<file path="src/rtl/eth_csr_pkg.sv">
package eth_csr_pkg;

  localparam int CSR_W = 16;
  localparam int SEL_W = 2;
  localparam int EV_N  = 7;

  // control word bit positions (host-visible layout)
  localparam int B_ERR  = 15;
  localparam int B_FLAG_HI = 14;
  localparam int B_FLAG_LO = 8;
  localparam int B_INTR = 7;
  localparam int B_INEA = 6;
  localparam int B_RXON = 5;
  localparam int B_TXON = 4;
  localparam int B_TDMD = 3;
  localparam int B_STOP = 2;
  localparam int B_STRT = 1;
  localparam int B_INIT = 0;

  typedef enum logic [SEL_W-1:0] {
    RSEL_CTRL   = 2'd0,
    RSEL_PTR_LO = 2'd1,
    RSEL_PTR_HI = 2'd2,
    RSEL_BUS    = 2'd3
  } rsel_e;

  // flag order matches bits 14..8 of the control word
  typedef struct packed {
    logic babl;
    logic cerr;
    logic miss;
    logic merr;
    logic rint;
    logic tint;
    logic idon;
  } evflags_t;

  typedef struct packed {
    logic     stop;
    logic     strt;
    logic     init;
    logic     tdmd;
    logic     rxon;
    logic     txon;
    logic     inea;
    evflags_t fl;
  } ctl_state_t;

  localparam ctl_state_t CTL_RESET = '{stop: 1'b1, default: '0};

  function automatic logic [CSR_W-1:0] pack_ctl(input ctl_state_t s);
    logic [CSR_W-1:0] w;
    w = '0;
    w[B_FLAG_HI:B_FLAG_LO] = s.fl;
    w[B_ERR]  = s.fl.babl | s.fl.cerr | s.fl.miss | s.fl.merr;
    w[B_INTR] = |s.fl;
    w[B_INEA] = s.inea;
    w[B_RXON] = s.rxon;
    w[B_TXON] = s.txon;
    w[B_TDMD] = s.tdmd;
    w[B_STOP] = s.stop;
    w[B_STRT] = s.strt;
    w[B_INIT] = s.init;
    return w;
  endfunction

endpackage

</file>
<file path="src/rtl/eth_csr_sel.sv">
module eth_csr_sel
  import eth_csr_pkg::*;
(
  input  logic             clk,
  input  logic             rst,
  input  logic             sel_we,
  input  logic [SEL_W-1:0] sel_din,
  output rsel_e            sel_q,
  output rsel_e            sel_next
);

  always_comb begin
    sel_next = sel_q;
    if (sel_we) sel_next = rsel_e'(sel_din);
  end

  always_ff @(posedge clk) begin
    if (rst) sel_q <= RSEL_CTRL;
    else     sel_q <= sel_next;
  end

endmodule

</file>
<file path="src/rtl/eth_csr_cfg_word.sv">
module eth_csr_cfg_word #(
  parameter int W = 16
) (
  input  logic         clk,
  input  logic         rst,
  input  logic         we,
  input  logic [W-1:0] din,
  output logic [W-1:0] q,
  output logic [W-1:0] q_next
);

  always_comb begin
    q_next = q;
    if (we) q_next = din;
  end

  always_ff @(posedge clk) begin
    if (rst) q <= '0;
    else     q <= q_next;
  end

endmodule

</file>
<file path="src/rtl/eth_csr_ctl.sv">
module eth_csr_ctl
  import eth_csr_pkg::*;
(
  input  logic             clk,
  input  logic             rst,
  input  logic             wr_en,
  input  logic [CSR_W-1:0] wdata,
  input  evflags_t         ev,
  output ctl_state_t       st_q,
  output ctl_state_t       st_next,
  output logic             start_pulse,
  output logic             stop_pulse,
  output logic             init_pulse,
  output logic             tdmd_pulse,
  output logic             irq
);

  logic start_d, stop_d, init_d, tdmd_d, irq_d;
  logic unused_ro_bits;

  // summary and run-status bits are read-only
  assign unused_ro_bits = ^{wdata[B_ERR], wdata[B_INTR], wdata[B_RXON], wdata[B_TXON]};

  always_comb begin
    st_next = st_q;
    start_d = 1'b0;
    stop_d  = 1'b0;
    init_d  = 1'b0;
    tdmd_d  = 1'b0;
    if (wr_en && wdata[B_STOP]) begin
      // stop dominates every other bit of the same word
      st_next      = '0;
      st_next.stop = 1'b1;
      stop_d       = 1'b1;
    end else begin
      if (wr_en) begin
        st_next.fl   = st_next.fl & ~evflags_t'(wdata[B_FLAG_HI:B_FLAG_LO]);
        st_next.inea = wdata[B_INEA];
      end
      if (!st_q.stop) begin
        st_next.fl = st_next.fl | ev;
        if (ev.idon) st_next.init = 1'b0;
        if (ev.tint) st_next.tdmd = 1'b0;
      end
      if (wr_en && wdata[B_STRT]) begin
        st_next.stop = 1'b0;
        st_next.strt = 1'b1;
        st_next.rxon = 1'b1;
        st_next.txon = 1'b1;
        start_d      = 1'b1;
      end
      if (wr_en && wdata[B_INIT]) begin
        st_next.stop = 1'b0;
        st_next.init = 1'b1;
        init_d       = 1'b1;
      end
      if (wr_en && wdata[B_TDMD] && !st_q.stop) begin
        st_next.tdmd = 1'b1;
        tdmd_d       = 1'b1;
      end
    end
    irq_d = st_next.inea & (|st_next.fl);
  end

  always_ff @(posedge clk) begin
    if (rst) begin
      st_q        <= CTL_RESET;
      start_pulse <= 1'b0;
      stop_pulse  <= 1'b0;
      init_pulse  <= 1'b0;
      tdmd_pulse  <= 1'b0;
      irq         <= 1'b0;
    end else begin
      st_q        <= st_next;
      start_pulse <= start_d;
      stop_pulse  <= stop_d;
      init_pulse  <= init_d;
      tdmd_pulse  <= tdmd_d;
      irq         <= irq_d;
    end
  end

endmodule

</file>
<file path="src/rtl/eth_csr_rdmux.sv">
module eth_csr_rdmux
  import eth_csr_pkg::*;
#(
  parameter int HI_W   = 8,
  parameter int BCTL_W = 3
) (
  input  logic              clk,
  input  logic              rst,
  input  rsel_e             sel,
  input  logic [CSR_W-1:0]  ctl_word,
  input  logic [CSR_W-1:0]  lo_word,
  input  logic [HI_W-1:0]   hi_word,
  input  logic [BCTL_W-1:0] bus_word,
  output logic [CSR_W-1:0]  dout
);

  logic [CSR_W-1:0] hi_ext, bus_ext, dout_d;

  always_comb begin
    hi_ext  = '0;
    bus_ext = '0;
    hi_ext[HI_W-1:0]    = hi_word;
    bus_ext[BCTL_W-1:0] = bus_word;
    unique case (sel)
      RSEL_CTRL:   dout_d = ctl_word;
      RSEL_PTR_LO: dout_d = lo_word;
      RSEL_PTR_HI: dout_d = hi_ext;
      default:     dout_d = bus_ext;
    endcase
  end

  always_ff @(posedge clk) begin
    if (rst) dout <= pack_ctl(CTL_RESET);
    else     dout <= dout_d;
  end

endmodule

</file>
<file path="src/rtl/eth_csr_bank.sv">
module eth_csr_bank
  import eth_csr_pkg::*;
#(
  parameter int ADDR_W = 24,
  parameter int BCTL_W = 3
) (
  input  logic              clk,
  input  logic              rst,
  input  logic              sel_we,
  input  logic [1:0]        sel_din,
  input  logic              dat_we,
  input  logic [15:0]       dat_din,
  output logic [15:0]       dat_dout,
  input  logic              ev_init_done,
  input  logic              ev_rx_done,
  input  logic              ev_tx_done,
  input  logic              ev_babble,
  input  logic              ev_coll_err,
  input  logic              ev_missed,
  input  logic              ev_mem_err,
  output logic              start_pulse,
  output logic              stop_pulse,
  output logic              init_pulse,
  output logic              tdmd_pulse,
  output logic              irq,
  output logic [ADDR_W-1:0] init_ptr,
  output logic [BCTL_W-1:0] bus_cfg
);

  localparam int LO_W = CSR_W;
  localparam int HI_W = ADDR_W - LO_W;

  rsel_e      sel_q, sel_next;
  ctl_state_t ctl_q, ctl_next;
  evflags_t   ev;
  logic       wr_ctl, wr_lo, wr_hi, wr_bus;
  logic [LO_W-1:0]   lo_q, lo_next;
  logic [HI_W-1:0]   hi_q, hi_next;
  logic [BCTL_W-1:0] bus_q, bus_next;

  assign ev = '{babl: ev_babble, cerr: ev_coll_err, miss: ev_missed, merr: ev_mem_err,
                rint: ev_rx_done, tint: ev_tx_done, idon: ev_init_done};

  // data writes target the selection held before this edge
  assign wr_ctl = dat_we && (sel_q == RSEL_CTRL);
  assign wr_lo  = dat_we && (sel_q == RSEL_PTR_LO) && ctl_q.stop;
  assign wr_hi  = dat_we && (sel_q == RSEL_PTR_HI) && ctl_q.stop;
  assign wr_bus = dat_we && (sel_q == RSEL_BUS)    && ctl_q.stop;

  eth_csr_sel u_sel (
    .clk(clk), .rst(rst), .sel_we(sel_we), .sel_din(sel_din),
    .sel_q(sel_q), .sel_next(sel_next)
  );

  eth_csr_ctl u_ctl (
    .clk(clk), .rst(rst), .wr_en(wr_ctl), .wdata(dat_din), .ev(ev),
    .st_q(ctl_q), .st_next(ctl_next),
    .start_pulse(start_pulse), .stop_pulse(stop_pulse),
    .init_pulse(init_pulse), .tdmd_pulse(tdmd_pulse), .irq(irq)
  );

  eth_csr_cfg_word #(.W(LO_W)) u_ptr_lo (
    .clk(clk), .rst(rst), .we(wr_lo), .din(dat_din[LO_W-1:0]),
    .q(lo_q), .q_next(lo_next)
  );

  eth_csr_cfg_word #(.W(HI_W)) u_ptr_hi (
    .clk(clk), .rst(rst), .we(wr_hi), .din(dat_din[HI_W-1:0]),
    .q(hi_q), .q_next(hi_next)
  );

  eth_csr_cfg_word #(.W(BCTL_W)) u_bus (
    .clk(clk), .rst(rst), .we(wr_bus), .din(dat_din[BCTL_W-1:0]),
    .q(bus_q), .q_next(bus_next)
  );

  eth_csr_rdmux #(.HI_W(HI_W), .BCTL_W(BCTL_W)) u_rd (
    .clk(clk), .rst(rst), .sel(sel_next), .ctl_word(pack_ctl(ctl_next)),
    .lo_word(lo_next), .hi_word(hi_next), .bus_word(bus_next), .dout(dat_dout)
  );

  assign init_ptr = {hi_q, lo_q};
  assign bus_cfg  = bus_q;

endmodule

</file>
<file path="config.mk">
export PLATFORM = sky130hd
export DESIGN_NAME = eth_csr_bank
export DESIGN_NICKNAME = d
export VERILOG_FILES = /design/src/rtl/eth_csr_pkg.sv /design/src/rtl/eth_csr_sel.sv /design/src/rtl/eth_csr_cfg_word.sv /design/src/rtl/eth_csr_ctl.sv /design/src/rtl/eth_csr_rdmux.sv /design/src/rtl/eth_csr_bank.sv
export SDC_FILE = /design/constraint.sdc
export NUM_CORES = 1
export LEC_CHECK = 0
export BUFFER_PORTS_ARGS = -buffer_cell sky130_fd_sc_hd__buf_2
export CAP_MARGIN = 20
export CORE_MARGIN = 2
export CORE_UTILIZATION = 52
export DETAILED_ROUTE_END_ITERATION = 10
export PLACE_DENSITY = 0.77
export SYNTH_ARGS = -nofsm -noshare
export SYNTH_HDL_FRONTEND = slang
export SYNTH_HIERARCHICAL = 1
export SYNTH_SLANG_ARGS = --single-unit
</file>
<file path="constraint.sdc">
create_clock -name clk -period 4 [get_ports clk]
set_clock_uncertainty 0.2 [all_clocks]
set_input_delay 0.2 -clock clk [delete_from_list [all_inputs] [get_ports clk]]
set_output_delay 0.2 -clock clk [all_outputs]
set_load 0.02 [all_outputs]
</file>
* Word level (Yosys, flattened, before mapping)
Cells that the tools add are included.
Widths: inputs -> output; s select.
** Storage, ports and cells
- Bits in registers :: 64
- Bits in latches :: 0
- Bits in writable memories :: 0
- ROM bits :: 0
- Input bits :: 29
- Output and inout port bits :: 48
- Logic and storage cells :: 74
- Memories kept :: 0
** Operators by class
- $add $sub $neg :: 0
- Multiply operators :: 0
- Div/mod/pow operators :: 0
- Order comparisons :: 0
- Equal/unequal tests :: 5
- Shifts and indexed selects :: 0
- Muxes and demuxes :: 21
- Bitwise operators :: 7
- Reductions and logical operators :: 17
** Operators by type and width (count)
- $pmux 16 s3 :: 1
- $mux 8 :: 3
- $mux 16 :: 1
- $mux 14 :: 1
- $logic_and 1x1->1 :: 12
- $mux 1 :: 9
- $mux 2 :: 4
- $and 7x7->7 :: 1
- $mux 7 :: 1
- $not 7->7 :: 1
- $or 7x7->7 :: 1
- $reduce_or 7->1 :: 1
- $eq 2x2->1 const B :: 3
- $eq 2x1->1 const B :: 2
- $logic_not 2->1 :: 2
- $mux 3 :: 1
- $or 1x1->1 :: 3
- $reduce_or 2->1 :: 1
- $and 1x1->1 :: 1
- $logic_not 1->1 :: 1

* Logic depth before layout (Yosys ltp)
Gate-level depths: netlist of the first run.
- Depth after elaboration :: 11
- Mapped depth :: 11
- Depth with buffers taken out :: 9

* Hierarchy
Netlist of the first run, hierarchy kept.
** Modules (own cells, without submodules)
- eth_csr_ctl :: instances 1, cells each 95, area each 782.0 µm², seq. area each 380.4 µm²
- eth_csr_rdmux :: instances 1, cells each 65, area each 710.7 µm², seq. area each 320.3 µm²
- eth_csr_cfg_word (u_ptr_lo) :: instances 1, cells each 51, area each 704.4 µm², seq. area each 320.3 µm²
- eth_csr_cfg_word (u_ptr_hi) :: instances 1, cells each 25, area each 341.6 µm², seq. area each 160.2 µm²
- eth_csr_cfg_word (u_bus) :: instances 1, cells each 9, area each 127.6 µm², seq. area each 60.1 µm²
- eth_csr_sel :: instances 1, cells each 6, area each 86.3 µm², seq. area each 40.0 µm²
- eth_csr_bank :: instances 1, cells each 9, area each 51.3 µm², seq. area each 0.0 µm²

* Worst setup path before layout of the first run
OpenSTA, ideal clock, no wires.
- Path type :: register to register
- Start point :: register u_sel.sel_q[1]
- End point :: register u_rd.dout[7]
- Arrival time :: 2.564 ns
- Path slack :: 1.101 ns
- Cell stages (with the launch flop) :: 12
- Path through :: dfxtp_1 -> nor3b_1 -> buf_6 -> and2_4 -> buf_6 -> clkbuf_1 -> nor2_1 -> or4_4 -> or4_1 -> nor2b_1 -> a211oi_1 -> a211oi_1
** RTL lines
- start: declaration :: RTL line eth_csr_sel.sv:8 : output rsel_e sel_q,
- start signal: assignment :: RTL line eth_csr_sel.sv:19 : else sel_q <= sel_next;
- end signal: assignment :: RTL line eth_csr_rdmux.sv:33 : if (rst) dout <= pack_ctl(CTL_RESET);
- end signal: assignment :: RTL line eth_csr_rdmux.sv:34 : else dout <= dout_d;
- end: declaration :: RTL line eth_csr_rdmux.sv:14 : output logic [CSR_W-1:0] dout

==> results of run 1 <==
## cells by family after synthesis
| family | share of synthesized area, % |
|---|---|
| and+or+nand+nor | 22.4 |
| DFF | 45.7 |
| muxes | 20.0 |
| AOI/OAI and AO/OA | 6.47 |
| buffers and inverters | 5.44 |
## layer usage
layer / vias up / share of wire, % / track usage, %
met5: - / 0 / 0
met4: 0 / 0.98 / 10.7
li1: 1028 / - / -
met3: 6 / 5.0 / 4.77
met2: 77 / 47 / 31.8
met1: 966 / 47 / 27.0
## cell usage in the layout, fill, tap and decap left out, types with 2 or more instances in the layout
cell,Yosys,final
nand2_1,11,11
buf_2,6,76
o21ai_0,2,2
nand3_1,2,2
mux2_2,8,8
clkbuf_1,2,2
inv_1,3,3
o22ai_1,2,2
dlygate4sd3_1,0,3
nor2_1,35,35
or2_1,2,2
buf_4,0,4
clkbuf_8,0,10
nand2b_1,6,6
mux2i_1,8,8
a211oi_1,10,10
dfxtp_1,64,64
a21boi_0,2,2
or2_2,2,2
clkinv_2,0,4
nor2b_1,35,35
a21oi_1,9,9
mux2_4,21,21
mux4_1,2,2
nor2b_4,8,8
## path summary, 6_finish.rpt
kind / from / end / slack [ps]
hold reg to reg: u_ctl/st_q[12] / u_ctl/st_q[12] / 270
hold / removal: dat_din[15] / u_ptr_lo/q[15] / 40
setup reg to reg: u_sel/sel_q[1] / u_rd/dout[7] / 810
setup / recovery: u_sel/sel_q[1] / u_rd/dout[7] / 810
## registers in the layout, indices dropped and copies added, names as in the netlist, 2 cells and up
signal and cells:
u_ptr_lo/q 16, u_ptr_hi/q 8, u_bus/q 3, u_sel/sel_q 2
u_rd/dout 16, u_ctl/st_q 14
## critical path: stages (launching register included)
cell and delay [ps]:
dfxtp_1 350, nor3b_2 680, and2_4 380, nor2_1 90, or4_4 530, or4_1 390, nor2b_1 140, a211oi_1 210
a211oi_1 70
## metrics by stage
step                std cells  hold WS (ps)  util [%]  power, mW
floorplan                 260          64.3         -      0.837
global placement          393           250      61.7      0.885
detailed placement        393           260      61.7      0.888
CTS                       412          23.6      65.5       1.36
global route              412          40.9      65.5       1.41
finish                    412          38.6      65.5       1.34
## what timing repair did
action / 4_1_cts / 5_1_grt
setup endpoints to repair: 0 / 0
hold endpoints to repair: 3 / 0
hold buffers: 3 / 0
## layout make-up
cell class	instances	area (µm²)
clock inverters	4	20.0
clock buffers	12	145
multi-input cells	176	1380
flip-flops and latches	64	1280
well taps	70	87.6
repair buffers	83	440
fillers	438	1770
inverters	3	11.3
## power by group
group	internal [mW]	switching (mW)	leakage (nW)
registers	0.663	0.0107	0.520
logic	0.0924	0.111	0.933
clock network	0.238	0.229	0.0899
total	0.993	0.352	1.54
==> run metrics, run 1 <==
WL per Instance 14.3 µm; DP Area 3170 µm²; unrepaired setup endpoints after global routing false; io pins 77; clock root cell clkbuf_8; Synthesized Nets 289; Slew @ Worst Pin 795 ps; PwrDens 400 nW/µm²; residual DRC count 0; Synth Register Bits 64; most common cell in the netlist dfxtp_1; largest net degree at the start of global routing 42; DR vias 2077; Starting Density 54.6%; area leader, netlist dfxtp_1; Critical Path AT 3180 ps; vias in the first global route 1994; setup TNS 0 ps; Post-synth ARST share 0%; Die Y 77.4 µm; Antenna Nets Post-Route 0; Post-synth top flop dfxtp_1; number of H-tree levels 3; final instance area 3370 µm²; Max Buffers Root-to-Sink 2; Max-Cap Viols 0; Worst Hold Path Cells 3; final wirelength 5900 µm; syn avg cell area 10.8 µm²; row count 26; layout cells sized above 1 40.4%; final hold viol count 0; Max VDD drop 269 µV; Vias/cell 5.04; Yosys top cell area share 45.7%; CTS Buf Count 9; Synth cell types 35; First-pass DRT Iterations 4; crit path launch type register; pre-CTS setup slack 815 ps; Leak 1.54 nW; postcts setup bufs 0; dominant cells by area after synthesis dfxtp_1 (46%), mux2_4 (11%), nor2b_1 (7.8%), nor2_1 (4.7%), nor2b_4 (3.9%); Buffers on Ports 76; first-pass GRT wire length 9590 µm; CP endpoint kind register; Die X-Extent 77.4 µm; Num Clock Sinks 64; Final Max Tran Viols 0; outcome finished clean; crit-path max FO 15; worst skew pair latency 330 ps; Core Region 5140 µm²; sequential share of the synthesized area 45.7%; Mapped Area 2800 µm²; dpl hpwl 4150 µm; area grow syn2layout 20.0%; min Tclk post-route 3190 ps; ANT cells 0; GP Congestion 0.852; grt total ovfl 0; CTS clk-pin slew, worst paths 70 ps; initial antenna violation count 0; top cells by count, synth dfxtp_1 (64), nor2_1 (35), nor2b_1 (35); DR iter-0 viols 90; Synth Instances 260; die area 6000 µm²; Worst EP required 3980 ps; number of synthesized flops with an enable pin 0; Reg2Reg Depth 8; Final Cycle Share 79.8%; Worst Slack Setup Final 807 ps; gr usage total 20.6%; Setup Crit Path Kind register to register; post-CTS resize count 0; CTS tree yes; fin nets 366; Ys Warns 6; Relative slew margins 46.8%; FMAX 313 MHz; Hold WC Path Type primary input to register; setup violators final 0
Power figures use the tool's default switching activity.
==> run 2, diff against run 1 <==
ABC_AREA = 1   (was default)
CORE_UTILIZATION = 53   (was 52)
clock period = 3.29 ns   (was 4 ns; I/O delays follow)
==> run 2 against run 1 <==
Hold slack got worse by 29 ps. Synthesized cell count up 85%. Clock power up 38%. Via count is 45% higher.
==> run metrics, run 2 <==
Synth cell types 25 (was 35); PwrDens 464 nW/µm² (was 400 nW/µm²); Hold WS 10.0 ps (was 38.6 ps); syn avg cell area 6.67 µm² (was 10.8 µm²); initial antenna violation count 0 (unchanged); Yosys top cell area share 39.9% (was 45.7%); most common cell in the netlist nand2_1 (was dfxtp_1); Setup Crit Path Kind primary input to register (was register to register); io pins 77 (unchanged); Max VDD drop 265 µV (was 269 µV); setup TNS 0 ps (unchanged); sequential share of the synthesized area 39.9% (was 45.7%); CTS clk-pin slew, worst paths 70 ps (about the same); filler cell count 510 (was 438); gr usage total 24.1% (was 20.6%); outcome finished clean (unchanged); DR vias 3006 (was 2077); Ys Warns 6 (unchanged); top flop regs u_ptr_lo/q x16, u_rd/dout x16, u_ctl/st_q x14 (unchanged); area leader, netlist dfxtp_1 (unchanged); Reg2Reg Depth 8 (unchanged); commonest cells after routing, fill and taps aside nand2_1 (133), inv_1 (120), buf_2 (76) (was buf_2 (76), dfxtp_1 (64), nor2_1 (35), nor2b_1 (35), mux2_4 (21)); fin nets 608 (was 366); dpl hpwl 5340 µm (was 4150 µm); Die X-Extent 81.8 µm (was 77.4 µm); Hold WC Path Type primary input to register (unchanged); first-pass GRT wire length 12100 µm (was 9590 µm); min Tclk post-route 2560 ps; Max-Cap Viols 0 (unchanged); Die Y 81.8 µm (was 77.4 µm); residual DRC count 0 (unchanged); vias in the first global route 2706 (was 1994); Final Cycle Share 77.9%; final wirelength 7620 µm (was 5900 µm); Num Clock Sinks 64 (unchanged); ANT cells 0 (unchanged); area grow syn2layout 24.3% (was 20.0%); CP endpoint kind register (unchanged); number of H-tree levels 3 (unchanged); largest net degree at the start of global routing 22 (was 42); number of synthesized flops with an enable pin 0 (unchanged); Slew @ Worst Pin 864 ps (was 795 ps); CTS tree yes (unchanged); Worst EP required 3370 ps (was 3980 ps); Buffers on Ports 76 (unchanged); FMAX 390 MHz; crit path launch type primary input (was register); unrepaired setup endpoints after global routing false (unchanged); Synthesized Nets 510 (was 289); Final Max Tran Viols 0 (unchanged); Starting Density 54.5% (was 54.6%); Core Region 5890 µm² (was 5140 µm²); WL per Instance 11.6 µm (was 14.3 µm); Worst Hold Path Cells 5 (was 3); First-pass DRT Iterations 5 (was 4); Vias/cell 4.56 (was 5.04); Synth Instances 481 (was 260); Post-synth top flop dfxtp_1 (unchanged); Leak 2.40 nW (was 1.54 nW); Relative slew margins 42.2% (was 46.8%); grt total ovfl 0 (unchanged); Post-synth ARST share 0% (unchanged); dominant cells by area after synthesis dfxtp_1 (40%), nand2_1 (16%), inv_1 (14%), nand2_2 (7.0%), nor2_2 (4.5%) (was dfxtp_1 (46%), mux2_4 (11%), nor2b_1 (7.8%), nor2_1 (4.7%), nor2b_4 (3.9%)); crit-path max FO 12 (was 15); commonest non-fill, non-tap cell in the layout nand2_1 (was buf_2); row count 28 (was 26); Synth Register Bits 64 (unchanged); post-CTS resize count 0 (unchanged); Mapped Area 3210 µm² (was 2800 µm²); die area 6690 µm² (was 6000 µm²); Antenna Nets Post-Route 0 (unchanged); Max Buffers Root-to-Sink 2 (unchanged); worst skew pair latency 340 ps (was 330 ps); setup violators final 0 (unchanged); layout cells sized above 1 29.6% (was 40.4%); Critical Path AT 2640 ps (was 3180 ps); DR iter-0 viols 186 (was 90); GP Congestion 0.908 (was 0.852); top cells by count, synth nand2_1 (133), inv_1 (120), dfxtp_1 (64) (was dfxtp_1 (64), nor2_1 (35), nor2b_1 (35)); CTS Buf Count 9 (unchanged); final hold viol count 0 (unchanged); clock root cell clkbuf_8 (unchanged)
run 2: per-layer routing:
layer | track usage (%) | share of wire (%)
met1 | 31.4 | 45
met2 | 38.0 | 46
met3 | 5.93 | 6.8
met4 | 10.2 | 2.4
met5 | 0 | 0
run 2: logic make-up after synthesis:
kind of cell / share of synthesized area (%)
AND/OR/NAND/NOR: 36.9
flip-flops: 39.9
buffers and inverters: 18.8
AO/OA/AOI/OAI: 4.41
run 2: stage by stage:
step                cell area, µm²  utilization (%)  setup slack [ps]  instances  power [mW]
detailed placement            3590             61.0              1110        622        1.20
global placement              3590             61.0              1240        622        1.19
global route                  3990             67.8               529        659        1.94
CTS                           3990             67.8               753        659        1.85
finish                        3990             67.8               726        659        1.85
floorplan                     3210                -              1480        481        1.11
run 2: path summary, 6_finish.rpt:
kind                        from        endpoint  slack, ps
setup / recovery          sel_we   u_rd/dout[13]        730
hold / removal       ev_coll_err   u_ctl/st_q[5]         10
setup reg to reg  u_sel/sel_q[0]   u_ctl/st_q[1]       1030
hold reg to reg   u_ctl/st_q[12]  u_ctl/st_q[12]        340
run 2: area by class of cell:
| type | count | area [µm²] | area share (%) |
|---|---|---|---|
| clock inverters | 7 | 62.6 | 1.57 |
| inverters | 125 | 482 | 12.1 |
| clock buffers | 9 | 124 | 3.11 |
| well taps | 75 | 93.8 | 2.35 |
| repair buffers | 101 | 621 | 15.6 |
| multi-input cells | 278 | 1330 | 33.2 |
| flip-flops and latches | 64 | 1280 | 32.1 |
run 2: worst max-delay path, stage by stage:
cell,delay (ps)
dlygate4sd3_1,530
buf_2,130
nand2_1,50
dlygate4sd3_1,550
nand2_2,70
inv_1,320
inv_2,180
nor2_2,360
nand2_1,130
a21oi_2,150
run 2: where the power goes:
| group | internal (mW) | switching, mW | total, mW |
|---|---|---|---|
| logic | 0.127 | 0.243 | 0.370 |
| clock network | 0.342 | 0.302 | 0.645 |
| registers | 0.817 | 0.0169 | 0.834 |
| total | 1.29 | 0.562 | 1.85 |
run 2: what timing repair did:
item	CTS	global route
endpoints found under the setup margin	0	0
hold buffers	21	0
endpoints found under the hold margin	25	0
buffers inserted	0	0
==> run 3, diff against run 2 <==
ABC_AREA = 0   (was 1)
CORE_UTILIZATION = 47   (was 53)
PLACE_DENSITY = 0.74   (was 0.77)
clock period = 2.31 ns   (was 3.29 ns; I/O delays follow)
==> run 3 against run 2 <==
Combinational power is 15% higher. Critical path type is now register to register. Clock power is 24% higher. Largest power group unchanged. Die area is 1.4% lower. First-iteration DRC count is 34% lower. Largest cell class unchanged. The run now ends with setup timing left.
==> run metrics, run 3 (same netlist as run 1, synthesis figures left out) <==
outcome complete, but fails checks (was finished clean); violated checks setup timing; Core Util, Final 64.0% (was 67.8%); Setup Crit Path Kind register to register (was primary input to register); Starting Density 47.9% (was 54.5%); Leak 1.73 nW (was 2.40 nW); Hold WC Path Type primary input to register (unchanged); Worst EP required 2330 ps (was 3370 ps); DR iter-0 viols 123 (was 186); worst skew pair latency 340 ps (about the same); fin nets 408 (was 608); DP Area 3380 µm² (was 3590 µm²); Buffers on Ports 76 (unchanged); Relative slew margins 73.3% (was 42.2%); min Tclk post-route 2640 ps; final hold viol count 0 (unchanged); ANT cells 0 (unchanged); CTS Buf Count 9 (unchanged); Antenna Nets Post-Route 0 (unchanged); busiest grt layer met2 (unchanged); Hold WS 28.6 ps (was 10.0 ps); Max VDD drop 544 µV (was 265 µV); Core Region 5850 µm² (was 5890 µm²); Die X-Extent 81.2 µm (was 81.8 µm); DR vias 2198 (was 3006); clock root cell clkbuf_8 (unchanged); FF/Latch Area 1290 µm² (was 1280 µm²); crit-path max FO 6 (was 12); Critical Path AT 2660 ps (was 2640 ps); CP endpoint kind register (unchanged); commonest cells after routing, fill and taps aside buf_2 (76), dfxtp_1 (61), nor2b_1 (35) (was nand2_1 (133), inv_1 (120), buf_2 (76)); Final Cycle Share 114%; crit path launch type register (was primary input); layout cells sized above 1 44.4% (was 29.6%); residual DRC count 0 (unchanged); Die Y 81.2 µm (was 81.8 µm); met1 usage 25.1% (was 31.4%); number of H-tree levels 3 (unchanged); filler cell count 465 (was 510); io pins 77 (unchanged); commonest non-fill, non-tap cell in the layout buf_2 (was nand2_1); first-pass GRT wire length 9920 µm (was 12100 µm); CTS clk-pin slew, worst paths 70 ps (about the same); Max-Cap Viols 0 (unchanged); total power 2.39 mW (was 1.85 mW); initial antenna violation count 0 (unchanged); Vias/cell 4.80 (was 4.56); gr usage total 20.3% (was 24.1%); setup TNS -334 ps (was 0 ps); largest net degree at the start of global routing 30 (was 22); Num Clock Sinks 64 (unchanged); final wirelength 6260 µm (was 7620 µm); die area 6600 µm² (was 6690 µm²); area grow syn2layout 33.6% (was 24.3%); Reg2Reg Setup Slack -330 ps (was 1030 ps); final instance area 3750 µm² (was 3990 µm²); FMAX 378 MHz; First-pass DRT Iterations 4 (was 5); GP Congestion 0.838 (was 0.908); Slew @ Worst Pin 401 ps (was 864 ps); CTS tree yes (unchanged); vias in the first global route 2130 (was 2706); global routing usage on met3 5.56% (was 5.93%); WL per Instance 13.7 µm (was 11.6 µm); GR Util met2 33.7% (was 38.0%); multi-input combinational cell area 1390 µm² (was 1330 µm²); row count 28 (unchanged); Final Max Tran Viols 0 (unchanged); Worst Slack Setup Final -334 ps (was 726 ps); PwrDens 638 nW/µm² (was 464 nW/µm²); Max Buffers Root-to-Sink 2 (unchanged); grt total ovfl 0 (unchanged); setup violators final 1 (was 0); dpl hpwl 4530 µm (was 5340 µm); unrepaired setup endpoints after global routing true (was false); top flop regs u_ptr_lo/q x16, u_rd/dout x16, u_ctl/st_q x14 (unchanged)
run 3: cell count changes in the layout (fill, tap and decap cells not counted), sizes merged, moves of 3 or more:
| cell | previous run | this run |
|---|---|---|
| inv | 125 | 3 |
| nand3 | 27 | 2 |
| o21ai | 5 | 2 |
| buf | 80 | 105 |
| nand2b | 0 | 6 |
| mux2i | 0 | 8 |
| nor2 | 61 | 35 |
| nor2b | 0 | 43 |
| a211oi | 1 | 10 |
| or2 | 0 | 4 |
| nand2 | 171 | 11 |
| mux2 | 0 | 29 |
| mux4 | 0 | 3 |
run 3: per-layer routing:
layer,vias up,part of all wire [%]
li1,1111,-
met1,1026,46
met2,57,49
met3,4,4.2
met4,0,0.80
met5,-,0
run 3: cell type report:
cell class / instances / area share [%]
multi-input cells: 176 / 37.1
well taps: 75 / 2.51
clock inverters: 6 / 1.00
clock buffers: 9 / 3.31
flip-flops and latches: 64 / 34.4
repair buffers: 125 / 21.4
inverters: 3 / 0.301
run 3: path summary, 6_finish.rpt:
check	from	depth (start not counted)	end
hold reg to reg	u_ctl/st_q[12]	2	u_ctl/st_q[12]
setup reg to reg	u_sel/sel_q[1]	10	u_rd/dout[7]
setup / recovery	u_sel/sel_q[1]	10	u_rd/dout[7]
hold / removal	ev_tx_done	4	u_ctl/st_q[10]
run 3: worst max-delay path, cell delays in order (launching register included):
cell	delay [ps]
dfxtp_2	330
nor3b_2	210
buf_4	180
nand2_1	50
a21oi_1	190
nor2_1	80
or4_4	480
or4_1	400
nor2b_1	150
a211oi_1	190
a211oi_1	70
run 3: power by group:
part | internal [mW] | switching [mW] | leakage (nW)
Combinational | 0.214 | 0.211 | 1.13
Sequential | 1.15 | 0.0169 | 0.521
Clock | 0.376 | 0.423 | 0.0769
run 3: metrics by stage:
stage | worst slack, ps | cells
final | -334 | 458
after global routing | -470 | 458
after CTS | -317 | 458
after detailed placement | -306 | 423
after global placement | -235 | 423
after floorplan | -310 | 260
run 3: timing repair:
item / in CTS / in global routing
pin swaps: 1 / 1
hold buffers: 20 / 0
buffers inserted: 0 / 0
setup endpoints to repair: 3 / 4
endpoints found under the hold margin: 35 / 0
resized for setup: 2 / 2
